### src/rtl/audio_clkgen_pkg.sv
package audio_clkgen_pkg;
  localparam int unsigned ACG_DIV_W = 8;

  typedef struct packed {
    logic [ACG_DIV_W-1:0] div;
    logic                 odd;
    logic                 mck_en;
    logic                 ch32;
  } acg_cfg_t;
endpackage

### src/rtl/acg_cfg_hold.sv
module acg_cfg_hold
  import audio_clkgen_pkg::*;
#(
  parameter int unsigned DIV_MIN = 2,
  parameter int unsigned DIV_RST = 2
) (
  input  logic     clk_i,
  input  logic     rst_ni,
  input  logic     we_i,
  input  acg_cfg_t wr_cfg_i,
  input  logic     frame_end_i,
  output acg_cfg_t act_o
);
  localparam int unsigned W = ACG_DIV_W;
  localparam acg_cfg_t RST_CFG = '{div: W'(DIV_RST), odd: 1'b0, mck_en: 1'b0, ch32: 1'b0};

  acg_cfg_t act_q, act_n, pend_q, pend_n;
  logic     pv_q, pv_n;
  logic     legal;

  assign legal = (wr_cfg_i.div >= W'(DIV_MIN));

  always_comb begin
    act_n  = act_q;
    pend_n = pend_q;
    pv_n   = pv_q;
    if (we_i && legal) begin
      pend_n = wr_cfg_i;
      pv_n   = 1'b1;
    end
    if (frame_end_i) begin
      if (pv_n) act_n = pend_n;
      pv_n = 1'b0;
    end
  end

  always_ff @(posedge clk_i or negedge rst_ni) begin
    if (!rst_ni) begin
      act_q  <= RST_CFG;
      pend_q <= RST_CFG;
      pv_q   <= 1'b0;
    end else begin
      act_q  <= act_n;
      pend_q <= pend_n;
      pv_q   <= pv_n;
    end
  end

  assign act_o = act_q;

  // an out-of-range divide value never becomes active
  assert_div_legal_R7: assert property (@(posedge clk_i) disable iff (!rst_ni)
    act_q.div >= W'(DIV_MIN));

  // active settings only move at a frame boundary
  assert_hold_until_frame_R6: assert property (@(posedge clk_i) disable iff (!rst_ni)
    !frame_end_i |=> $stable(act_q));
endmodule

### src/rtl/acg_prescaler.sv
module acg_prescaler #(
  parameter int unsigned DIV_W = 8
) (
  input  logic             clk_i,
  input  logic             rst_ni,
  input  logic [DIV_W-1:0] div_i,
  input  logic             odd_i,
  output logic             wrap_o,
  output logic             hi_nxt_o
);
  localparam int unsigned CW = DIV_W + 1;

  logic [CW-1:0] cnt_q, cnt_n, last;

  assign last   = {div_i, 1'b0} + CW'(odd_i) - CW'(1);
  assign wrap_o = (cnt_q == last);

  always_comb begin
    cnt_n    = wrap_o ? '0 : cnt_q + CW'(1);
    hi_nxt_o = (cnt_n >= {1'b0, div_i});
  end

  always_ff @(posedge clk_i or negedge rst_ni) begin
    if (!rst_ni) cnt_q <= '0;
    else         cnt_q <= cnt_n;
  end

  // the phase counter never leaves the 2*DIV+ODD window
  assert_cnt_in_range_R2: assert property (@(posedge clk_i) disable iff (!rst_ni)
    cnt_q <= last);
endmodule

### src/rtl/acg_frame_seq.sv
module acg_frame_seq #(
  parameter int unsigned MCK_R_WIDE   = 4,
  parameter int unsigned MCK_R_NARROW = 8,
  parameter int unsigned CH_WIDE      = 32,
  parameter int unsigned CH_NARROW    = 16
) (
  input  logic clk_i,
  input  logic rst_ni,
  input  logic wrap_i,
  input  logic pre_hi_nxt_i,
  input  logic mck_en_i,
  input  logic ch32_i,
  output logic bck_nxt_o,
  output logic ws_nxt_o,
  output logic frame_end_o
);
  localparam int unsigned SW = $clog2(MCK_R_NARROW) + 1;
  localparam int unsigned BW = $clog2(2 * CH_WIDE) + 1;

  logic [SW-1:0] sub_q, sub_n, ratio;
  logic [BW-1:0] bit_q, bit_n, flen;
  logic          sub_last, per_end, bit_last;

  always_comb begin
    ratio = mck_en_i ? (ch32_i ? SW'(MCK_R_WIDE) : SW'(MCK_R_NARROW)) : SW'(1);
    flen  = ch32_i ? BW'(2 * CH_WIDE) : BW'(2 * CH_NARROW);

    sub_last    = (sub_q == ratio - SW'(1));
    per_end     = wrap_i && sub_last;
    bit_last    = (bit_q == flen - BW'(1));
    frame_end_o = per_end && bit_last;

    sub_n = wrap_i ? (sub_last ? '0 : sub_q + SW'(1)) : sub_q;
    bit_n = per_end ? (bit_last ? '0 : bit_q + BW'(1)) : bit_q;

    bck_nxt_o = mck_en_i ? (sub_n >= (ratio >> 1)) : pre_hi_nxt_i;
    ws_nxt_o  = (bit_n >= (flen >> 1));
  end

  always_ff @(posedge clk_i or negedge rst_ni) begin
    if (!rst_ni) begin
      sub_q <= '0;
      bit_q <= '0;
    end else begin
      sub_q <= sub_n;
      bit_q <= bit_n;
    end
  end

  // bit index stays inside the frame for the active channel length
  assert_bit_in_frame_R5: assert property (@(posedge clk_i) disable iff (!rst_ni)
    bit_q < flen);
endmodule

### src/rtl/audio_clkgen.sv
module audio_clkgen
  import audio_clkgen_pkg::*;
#(
  parameter int unsigned DIV_MIN      = 2,
  parameter int unsigned DIV_RST      = 2,
  parameter int unsigned MCK_R_WIDE   = 4,
  parameter int unsigned MCK_R_NARROW = 8,
  parameter int unsigned CH_WIDE      = 32,
  parameter int unsigned CH_NARROW    = 16
) (
  input  logic                 clk_i,
  input  logic                 rst_ni,
  input  logic                 master_i,
  input  logic                 cfg_we_i,
  input  logic [ACG_DIV_W-1:0] cfg_div_i,
  input  logic                 cfg_odd_i,
  input  logic                 cfg_mck_en_i,
  input  logic                 cfg_ch32_i,
  output logic                 mck_o,
  output logic                 bck_o,
  output logic                 ws_o
);
  acg_cfg_t wr_cfg, act;
  logic     wrap, pre_hi_nxt, bck_nxt, ws_nxt, frame_end;
  logic     mck_q, bck_q, ws_q;

  assign wr_cfg = '{div: cfg_div_i, odd: cfg_odd_i, mck_en: cfg_mck_en_i, ch32: cfg_ch32_i};

  acg_cfg_hold #(.DIV_MIN(DIV_MIN), .DIV_RST(DIV_RST)) u_cfg (
    .clk_i(clk_i), .rst_ni(rst_ni), .we_i(cfg_we_i), .wr_cfg_i(wr_cfg),
    .frame_end_i(frame_end), .act_o(act)
  );

  acg_prescaler #(.DIV_W(ACG_DIV_W)) u_pre (
    .clk_i(clk_i), .rst_ni(rst_ni), .div_i(act.div), .odd_i(act.odd),
    .wrap_o(wrap), .hi_nxt_o(pre_hi_nxt)
  );

  acg_frame_seq #(
    .MCK_R_WIDE(MCK_R_WIDE), .MCK_R_NARROW(MCK_R_NARROW),
    .CH_WIDE(CH_WIDE), .CH_NARROW(CH_NARROW)
  ) u_seq (
    .clk_i(clk_i), .rst_ni(rst_ni), .wrap_i(wrap), .pre_hi_nxt_i(pre_hi_nxt),
    .mck_en_i(act.mck_en), .ch32_i(act.ch32),
    .bck_nxt_o(bck_nxt), .ws_nxt_o(ws_nxt), .frame_end_o(frame_end)
  );

  always_ff @(posedge clk_i or negedge rst_ni) begin
    if (!rst_ni) begin
      mck_q <= 1'b0;
      bck_q <= 1'b0;
      ws_q  <= 1'b0;
    end else begin
      mck_q <= act.mck_en & pre_hi_nxt;
      bck_q <= master_i & bck_nxt;
      ws_q  <= master_i & ws_nxt;
    end
  end

  assign mck_o = mck_q;
  assign bck_o = bck_q;
  assign ws_o  = ws_q;

  // slave mode silences bit clock and word select
  assert_slave_quiet_R8: assert property (@(posedge clk_i) disable iff (!rst_ni)
    !master_i |=> (!bck_o && !ws_o));

  // word select moves only together with a bit-clock falling edge
  assert_ws_on_bck_fall_R5: assert property (@(posedge clk_i) disable iff (!rst_ni)
    ((ws_o != $past(ws_o)) && $past(master_i) && $past(master_i, 2)) |-> ($past(bck_o) && !bck_o));

  // bit-clock falls line up with master-clock falls
  assert_bck_on_mck_fall_R4: assert property (@(posedge clk_i) disable iff (!rst_ni)
    ($fell(bck_o) && $past(master_i) && $past(master_i, 2) &&
     $past(act.mck_en) && $past(act.mck_en, 2)) |-> $fell(mck_o));
endmodule

### config.mk
export PLATFORM = sky130hd
export DESIGN_NAME = audio_clkgen
export DESIGN_NICKNAME = d
export VERILOG_FILES = /design/src/rtl/audio_clkgen_pkg.sv /design/src/rtl/acg_cfg_hold.sv /design/src/rtl/acg_prescaler.sv /design/src/rtl/acg_frame_seq.sv /design/src/rtl/audio_clkgen.sv
export SDC_FILE = /design/constraint.sdc
export NUM_CORES = 1
export LEC_CHECK = 0
export BUFFER_PORTS_ARGS = -buffer_cell sky130_fd_sc_hd__buf_4
export CORE_ASPECT_RATIO = 1.1
export CORE_MARGIN = 2
export CORE_UTILIZATION = 50
export CTS_CLUSTER_SIZE = 10
export DETAILED_ROUTE_END_ITERATION = 8
export PLACE_DENSITY = 0.72
export REMOVE_ABC_BUFFERS = 1
export SYNTH_ARGS = -nofsm -noshare
export SYNTH_HDL_FRONTEND = slang
export SYNTH_SLANG_ARGS = --single-unit
### constraint.sdc
create_clock -name clk_i -period 3.33 [get_ports clk_i]
set_input_delay 0.4995 -clock clk_i [delete_from_list [all_inputs] [get_ports clk_i]]
set_output_delay 0.4995 -clock clk_i [all_outputs]
set_load 0.1 [all_outputs]
### Yosys cells after proc, flatten, opt, wreduce, memory -nomap -nowiden

Index checks and enable logic that the tools add are counted.

* add/subtract/negate cells: 7
* $lt $le $gt $ge: 4
* equal/unequal tests: 3
* muxes and demuxes: 12
* bitwise operators: 3
* reduce and logical (&&, ||, !) cells: 4

Operators with widths (number)
* $mux 7: 3
* $mux 4: 4
* $mux 11: 1
* $add 9x1->9: 1
* $add 9x1->9 const B: 1
* $eq 9x9->1: 1
* $ge 9x8->1: 1
* $mux 9: 1
* $sub 9x1->9 const B: 1
* $ge 8x2->1 const B: 1
* $add 7x1->7 const B: 1
* $eq 7x7->1: 1
* $ge 7x6->1: 1
* $sub 7x1->7 const B: 1
* $add 4x1->4 const B: 1
* $eq 4x4->1: 1
* $ge 4x3->1: 1
* $sub 4x1->4 const B: 1
* $and 1x1->1: 3
* $logic_and 1x1->1: 3
* $mux 1: 3
* $reduce_and 2->1: 1

* register bits: 46
* bits of input ports: 15
* output and inout bits: 3
* word-level logic and storage cells: 48

### Depth between registers and ports, before layout

Gate-level depths: netlist (run 1).

* depth in word-level cells: 9
* gate-level depth with buffers: 17
* mapped depth without buffers: 16

### Hierarchy

From an unflattened synthesis (run 1), not the netlist that was laid out.

* cell total of the unflattened synthesis: 258
* area, all modules: 2732.6 um2

By module, submodules not included
* acg_cfg_hold: times used 1, cells each 72, area each 984.7 um2, sequential area each 578.1 um2
* acg_prescaler: times used 1, cells each 96, area each 855.8 um2, sequential area each 225.2 um2
* acg_frame_seq: times used 1, cells each 84, area each 798.3 um2, sequential area each 275.3 um2
* audio_clkgen: times used 1, cells each 6, area each 93.8 um2, sequential area each 75.1 um2

### Worst setup path after synthesis (run 1)

No wires, ideal clock.

* path type: register to register
* start point: register u_cfg.act_q (netlist bit u_cfg.act_o[2])
* end point: register bck_q (netlist: bck_o)
* setup time: 141 ps
* arrival time: 3527 ps
* required time: 3189 ps
* setup slack: -338 ps
* cell stages (with the launch flop): 18
* buffers on the path: 1
* clock period less this slack: 3668 ps
* cells stage by stage: dfrtp_1 inv_1 ha_1 or4b_1 nand2b_1 mux2_2 a31oi_1 nor2_1 buf_2 nor2_1 ha_1 a21o_1 a21oi_1 nor2b_1 o31ai_1 a21oi_1 o41ai_1 a41oi_1

* longest elaborated chain between the ends: 7
* elaborated cells on any way between the ends: 9
* those cells by class: add/sub: 2; order compare: 2; eq/ne: 1; mux: 3; bitwise: 1

RTL lines
* from (decl): RTL line acg_cfg_hold.sv:17 `acg_cfg_t act_q, act_n, pend_q, pend_n;`
* from (signal assigned): RTL line acg_cfg_hold.sv:43 `act_q <= act_n;`
* $add 9x1->9: RTL line acg_prescaler.sv:15 `assign last = {div_i, 1'b0} + CW'(odd_i) - CW'(1);`
* $sub 9x1->9: RTL line acg_prescaler.sv:15
* $eq 9x9->1: RTL line acg_prescaler.sv:16 `assign wrap_o = (cnt_q == last);`
* $mux 9: RTL line acg_prescaler.sv:19 `cnt_n = wrap_o ? '0 : cnt_q + CW'(1);`
* via u_pre.cnt_n[2]: RTL line acg_prescaler.sv:13 `logic [CW-1:0] cnt_q, cnt_n, last;`
* $ge 9x8->1: RTL line acg_prescaler.sv:20 `hi_nxt_o = (cnt_n >= {1'b0, div_i});`
* $mux 1: RTL line acg_frame_seq.sv:36 `bck_nxt_o = mck_en_i ? (sub_n >= (ratio >> 1)) : pre_hi_nxt_i;`
* $and 1x1->1: RTL line audio_clkgen.sv:55 `bck_q <= master_i & bck_nxt;`
* to (signal assigned): RTL line audio_clkgen.sv:55
* to (decl): RTL line audio_clkgen.sv:25 `logic mck_q, bck_q, ws_q;`

The timed path passes the listed nets, and every way through them passes these cells.
A chain may end at the register's enable or synchronous reset.

### Worst setup path in the final report (run 1)

* start point: register u_cfg.act_q (netlist bit u_cfg.act_o[2])
* end point: register mck_q (netlist: mck_o)

* longest elaborated chain between the ends: 6

RTL lines
* $add 9x1->9: RTL line acg_prescaler.sv:15
* $sub 9x1->9: RTL line acg_prescaler.sv:15
* $eq 9x9->1: RTL line acg_prescaler.sv:16
* $mux 9: RTL line acg_prescaler.sv:19
* via u_pre.cnt_n[2]: RTL line acg_prescaler.sv:13
* $ge 9x8->1: RTL line acg_prescaler.sv:20
* $and 1x1->1: RTL line audio_clkgen.sv:54 `mck_q <= act.mck_en & pre_hi_nxt;`
* to (signal assigned): RTL line audio_clkgen.sv:54
* to (decl): RTL line audio_clkgen.sv:25

The timed path passes the listed nets, and every way through them passes these cells.

==> results.sh, run 1 <==
export IMPL_status="finished with violations"
export IMPL_violations="setup timing"
export IMPL_synthFlopType="dfrtp_1"
export IMPL_ios=18
export IMPL_final_common_cell="buf_4"
export IMPL_final_nets=352
export IMPL_hold_class="input port to async pin"
export IMPL_syn_area_per_cell_um2=10.1
export IMPL_grt_pass1_wl_mm=10.3
export IMPL_synth_edf_count=0
export IMPL_cts_root_buf="clkbuf_8"
export IMPL_antenna_found_initial=0
export IMPL_setup_viol=3
export IMPL_power_density_nw_per_um2=571
export IMPL_endpoint_kind="register"
export IMPL_via_per_inst=5.35
export IMPL_crit_buf_inv=4
export IMPL_skew_ps=5.71
export IMPL_overflow=0
export IMPL_maxCapViolations=0
export IMPL_grt_pass1_vias=2258
export IMPL_tightest_slew_ps=599
export IMPL_min_period_ps=3430
export IMPL_cts_tree="built"
export IMPL_dr_total_vias=2125
export IMPL_netlist_top_cells_area="dfrtp_1 (41%), ha_1 (7.4%), mux2_1 (4.2%)"
export IMPL_utilization=0.637
export IMPL_crit_chain="buf_4, nor3_4, buf_6, xnor2_1, o31a_1, a2111o_1, nor2_2, buf_6, nor2_4, ha_4, a21o_1, a21oi_2, nor2b_1, o31ai_1, a21oi_1, buf_4, o31a_1"
export IMPL_layout_common_cells="buf_4 (52), dfrtp_1 (44), nand2_1 (28)"
export IMPL_numCtsBuffers=5
export IMPL_worstPathRequired_ps=3520
export IMPL_die_x_um=74.1
export IMPL_r2r_slack_ps=-100
export IMPL_cp_data_arrival_time_ps=3630
export IMPL_hold_worst_slack_ps=192
export IMPL_clock_latency_ps=300
export IMPL_power_total_mw=1.92
export IMPL_yosys_area_top_type="dfrtp_1"
export IMPL_drt_pass1_iter_count=4
export IMPL_area_growth_pct=24.5
export IMPL_wl_mm=6.02
export IMPL_detail_route_antenna_nets=0
export IMPL_max_freq_ghz=0.291
export IMPL_drc=0
export IMPL_slowest_stage="a2111o_1"
export IMPL_synth_async_reset_ratio=1.00
export IMPL_grt_max_degree=47
export IMPL_wl_per_cell_um=15.2
export IMPL_io_buffers=17
export IMPL_cts_sinks=46
export IMPL_ys_warn_count=0
export IMPL_rows=28
export IMPL_clk_pin_slew_ps=90
export IMPL_seq_area_frac_synth=0.426
export IMPL_critical_path_top_delay_family="compound AO/OA/AOI/OAI gates"
export IMPL_yosys_area_top_type_share=0.407
export IMPL_ys_seq_elements=46
export IMPL_antenna_cells=0
export IMPL_drt_iter0_markers=97
export IMPL_groute_usage_overall=0.223
export IMPL_rsz0062_at_grt="true"
export IMPL_syn_instance_count=269
export IMPL_hold_viol_final=0
export IMPL_die_area_um2=6020
export IMPL_hold_buffers=0
export IMPL_min_period_over_period=1.03
export IMPL_cpPeakStageDelay_ps=470
export IMPL_syn_area_um2=2710
export IMPL_ir_drop_uv=298
export IMPL_place_congestion=0.855
export IMPL_dp_hpwl_mm=4.29
export IMPL_htree_num_levels=2
export IMPL_leakage_nw=1.57
export IMPL_worst_slew_margin_rel=0.601
export IMPL_startpoint_type="register"
export IMPL_worstPathMaxFanout=5
export IMPL_drive_above_1_share=0.301
export IMPL_coreArea_um2=5290
export IMPL_fp_dieH_um=81.2
export IMPL_start_util=0.512
export IMPL_worstSetupPathType="register to register"
export IMPL_cts_buffer_depth=2
export IMPL_synth_cell_types=56
export IMPL_maxSlewViolCount=0
export IMPL_worst_slack_ps=-103
## flip-flops by register name (all words and copies together), names as in the netlist
name	cells
ws_o	1
bck_o	1
u_cfg.pend_q	11
u_pre.cnt_q	9
u_cfg.pv_q	1
u_cfg.act_o	11
mck_o	1
u_seq.bit_q	7
u_seq.sub_q	4
## worst reg2reg max path: cells and delay by family (launching register included)
family / cells / cell delay [ps]
XOR/XNOR: 1 / 60
flip-flops: 1 / 380
AND/OR/NAND/NOR: 4 / 480
AO/OA/AOI/OAI: 7 / 1560
adder cells (fa/ha/maj): 1 / 250
buffers and inverters: 4 / 590
## synth_stat cells, drive strengths merged, types with 2 or more instances
master and count:
dfrtp 44, nand2 28, inv 21, mux2 17, ha 16, nor2 16, nand3 11, xor2 11
xnor2 10, o21ai 8, nand4 7, clkbuf 6, nor2b 6, a21oi 5, nand2b 4, nor3 4
buf 3, mux2i 3, nor4 3, o31ai 3, o41ai 3, or3 3, a21o 2, a22o 2
a31oi 2, and2 2, dfstp 2, o2111ai 2, o31a 2, or2 2, or3b 2
## metal layers
metal	track usage	up-vias	share of wire
met2	0.392	26	0.53
met3	0.0397	11	0.016
met5	0	-	0
met4	0.0909	0	0.018
met1	0.267	1038	0.44
li1	-	1050	-
## logic make-up (layout without fill, tap and decap cells)
| kind of cell | after synthesis | count (layout) | synth area share |
|---|---|---|---|
| AOI/OAI and AO/OA | 42 | 42 | 0.121 |
| DFF | 46 | 46 | 0.426 |
| and+or+nand+nor | 94 | 94 | 0.185 |
| xor gates and xnor gates | 21 | 21 | 0.0680 |
| muxes | 20 | 20 | 0.0818 |
| adders and majority gates | 16 | 16 | 0.0740 |
| buffers and inverters | 30 | 83 | 0.0439 |
## power by group
| part | total, mW | internal [mW] | switching, mW |
|---|---|---|---|
| sequential | 0.707 | 0.633 | 0.0742 |
| combinational | 0.863 | 0.418 | 0.446 |
| clock | 0.354 | 0.152 | 0.202 |
| total | 1.92 | 1.20 | 0.722 |
## metrics by stage
step / setup TNS (ps) / instances / setup slack [ps] / cell area (um^2)
final: -209 / 397 / -103 / 3370
after global routing: -785 / 397 / -275 / 3370
after CTS: -264 / 394 / -121 / 3310
after detailed placement: -734 / 382 / -370 / 3120
after global placement: -380 / 382 / -196 / 3120
after floorplan: -604 / 260 / -354 / 2670
## path summary, 6_finish.rpt
path,start,to,cells after the start
min reg2reg,u_cfg.pend_q[4],u_cfg.pend_q[4],2
min,rst_ni,u_cfg.pend_q[6],1
min in group clk_i,cfg_div_i[1],u_cfg.pend_q[4],3
max,u_cfg.act_o[2],mck_o,17
max in group asynchronous,rst_ni,u_seq.sub_q[3],1
max reg2reg,u_cfg.act_o[2],mck_o,17
## timing repair
| action | 4_1_cts | 5_1_grt |
|---|---|---|
| buffers inserted | 4 | 3 |
| resized for setup | 14 | 7 |
| pin swaps | 12 | 6 |
| setup endpoints to repair | 3 | 3 |
## layout make-up
class / count / area, um^2
Tap cell: 75 / 93.8
Inverter: 21 / 78.8
Timing Repair Buffer: 54 / 413
Clock inverter: 3 / 25.0
Sequential cell: 46 / 1150
Multi-Input combinational cell: 193 / 1540
Clock buffer: 5 / 68.8
Fill cell: 435 / 1920
Note: power is estimated with default switching activity, not from simulation.
==> run 2: changes to the inputs <==
REMOVE_ABC_BUFFERS = default   (was 1)
==> run 2 against run 1 <==
  * The run still ends with setup timing left
  * Sequential power is 1% higher
  * Wire length is 7.5% lower
  * Sequential cell count stayed put
  * Sequential share of layout area is 1.4 points higher
  * Clock power is 2% lower
  * Design area is 3.9% lower
==> results.sh, run 2 (synthesized netlist as in run 1, its figures left out) <==
export IMPL_status="finished with violations"
export IMPL_violations="setup timing"
export IMPL_cts_buffer_depth=2
export IMPL_layout_common_cells="dfrtp_1 (44), buf_4 (36), nand2_1 (28)"
export IMPL_die_x_um=74.1
export IMPL_leakage_nw=1.48
export IMPL_place_inst=370
export IMPL_drt_met1_wl_mm=2.49
export IMPL_worst_slew_margin_rel=0.609
export IMPL_via_per_inst=5.38
export IMPL_r2r_slack_ps=-2
export IMPL_utilization=0.612
export IMPL_maxCapViolations=0
export IMPL_cts_root_buf="clkbuf_8"
export IMPL_detail_route_antenna_nets=0
export IMPL_start_util=0.512
export IMPL_dr_total_vias=2040
export IMPL_grt_max_degree=47
export IMPL_p_seq_frac=0.402
export IMPL_fillCellCount=442
export IMPL_endpoint_kind="register"
export IMPL_worstSetupPathType="register to register"
export IMPL_top_layer="met4"
export IMPL_overflow=0
export IMPL_slowest_stage="or4b_4"
export IMPL_wl_per_cell_um=14.7
export IMPL_clk_pin_slew_ps=90
export IMPL_drc=0
export IMPL_multi_input_area_um2=1560
export IMPL_min_period_over_period=1.00
export IMPL_final_nets=334
export IMPL_maxSlewViolCount=0
export IMPL_power_density_nw_per_um2=549
export IMPL_dp_hpwl_mm=4.14
export IMPL_clock_latency_ps=310
export IMPL_wl_mm=5.57
export IMPL_grt_pass1_vias=2075
export IMPL_final_cell_area_um2=3240
export IMPL_fp_dieH_um=81.2
export IMPL_power_total_mw=1.78
export IMPL_p_clk_frac=0.195
export IMPL_fin_tns_setup_ps=-2.13
export IMPL_ios=18
export IMPL_synth_fp_nets=300
export IMPL_cts_tree="built"
export IMPL_worstPathMaxFanout=6
export IMPL_cpPeakStageDelay_ps=490
export IMPL_drt_pass1_iter_count=4
export IMPL_setup_viol=1
export IMPL_switching_share=0.385
export IMPL_antenna_found_initial=0
export IMPL_place_congestion=0.872
export IMPL_coreArea_um2=5290
export IMPL_pwr_share_comb=0.403
export IMPL_stdcell_count=379
export IMPL_final_seq_area_um2=1150
export IMPL_place_area_um2=3100
export IMPL_startpoint_type="register"
export IMPL_rsz0062_at_grt="true"
export IMPL_rows=28
export IMPL_groute_usage_overall=0.213
export IMPL_hold_buffers=0
export IMPL_htree_num_levels=2
export IMPL_met3_wirelength_um=195
export IMPL_antenna_cells=0
export IMPL_ir_drop_uv=330
export IMPL_switching_power_mw=0.684
export IMPL_die_area_um2=6020
export IMPL_crit_chain="inv_2, ha_4, or4b_4, nand2b_4, a311o_1, a31oi_4, nor2_4, nor2_4, ha_4, a21o_1, a21oi_2, nor2b_1, o31ai_1, a21oi_1, o41ai_1, a41oi_1"
export IMPL_min_period_ps=3330
export IMPL_grt_pass1_wl_mm=9.68
export IMPL_max_freq_ghz=0.300
export IMPL_drt_iter0_markers=158
export IMPL_worst_slack_ps=-2.13
export IMPL_hold_class="input port to async pin"
export IMPL_drive_above_1_share=0.263
export IMPL_tightest_slew_ps=586
export IMPL_hold_viol_final=0
export IMPL_power_internal_mw=1.09
export IMPL_area_growth_pct=19.6
export IMPL_cts_sinks=46
export IMPL_io_buffers=17
export IMPL_skew_ps=9.89
export IMPL_worstPathRequired_ps=3520
export IMPL_cp_data_arrival_time_ps=3520
export IMPL_dr_wl_met2_mm=2.81
export IMPL_numCtsBuffers=5
export IMPL_final_common_cell="dfrtp_1"
run 2: cell types whose count changed in the layout (fill, tap and decap cells not counted), sizes merged:
cell,previous run,this run
clkinvlp,1,0
clkbuf,5,6
clkinv,1,2
buf,54,36
inv,22,21
run 2: through the flow:
| stage | setup WS (ps) | hold WS, ps |
|---|---|---|
| 3_5_place_dp | -37.3 | 460 |
| 4_1_cts | -35.3 | 197 |
| 3_3_place_gp | 71.8 | 455 |
| 5_1_grt | -184 | 225 |
| 2_1_floorplan | -51.8 | 204 |
| 6_report | -2.13 | 180 |
run 2: final timing paths:
path                             startpoint               end  cells after the start
max                          u_cfg.act_o[2]             bck_o                     16
min reg2reg                u_cfg.pend_q[10]  u_cfg.pend_q[10]                      2
max reg2reg                  u_cfg.act_o[2]             bck_o                     16
min in group clk_i             cfg_div_i[1]   u_cfg.pend_q[4]                      3
max in group asynchronous            rst_ni             mck_o                      1
min                                  rst_ni   u_cfg.pend_q[7]                      1
run 2: final cells by class:
class / count / share of cell area
multi-input cells: 193 / 0.480
flip-flops and latches: 46 / 0.356
repair buffers: 36 / 0.0835
well taps: 75 / 0.0290
inverters: 21 / 0.0243
clock buffers: 6 / 0.0224
clock inverters: 2 / 0.00425
run 2: power groups by stage:
| stage | Clock (mW) | Combinational (mW) | Sequential (mW) |
|---|---|---|---|
| after floorplan | 0 | 0.471 | 0.754 |
| after global placement | 0 | 0.659 | 0.721 |
| after detailed placement | 0 | 0.673 | 0.725 |
| after CTS | 0.357 | 0.685 | 0.714 |
| after global routing | 0.387 | 0.801 | 0.724 |
| final | 0.347 | 0.716 | 0.714 |
run 2: repair_timing:
action                     4_1_cts  5_1_grt
setup endpoints to repair        2        3
buffers inserted                 0        1
pin swaps                        0        1
resized for setup                2        8
run 2: routing by layer:
metal  track usage  vias up
met4        0.0600        0
li1              -     1023
met5             0        -
met3        0.0447        6
met1         0.267      973
met2         0.369       38
run 2: worst max-delay path: cells and delay by family (launching register included):
family,cells,cell delay (ps)
AND/OR/NAND/NOR,5,910
adder cells (fa/ha/maj),2,340
buffers and inverters,1,70
flip-flops,1,390
AO/OA/AOI/OAI,8,1480
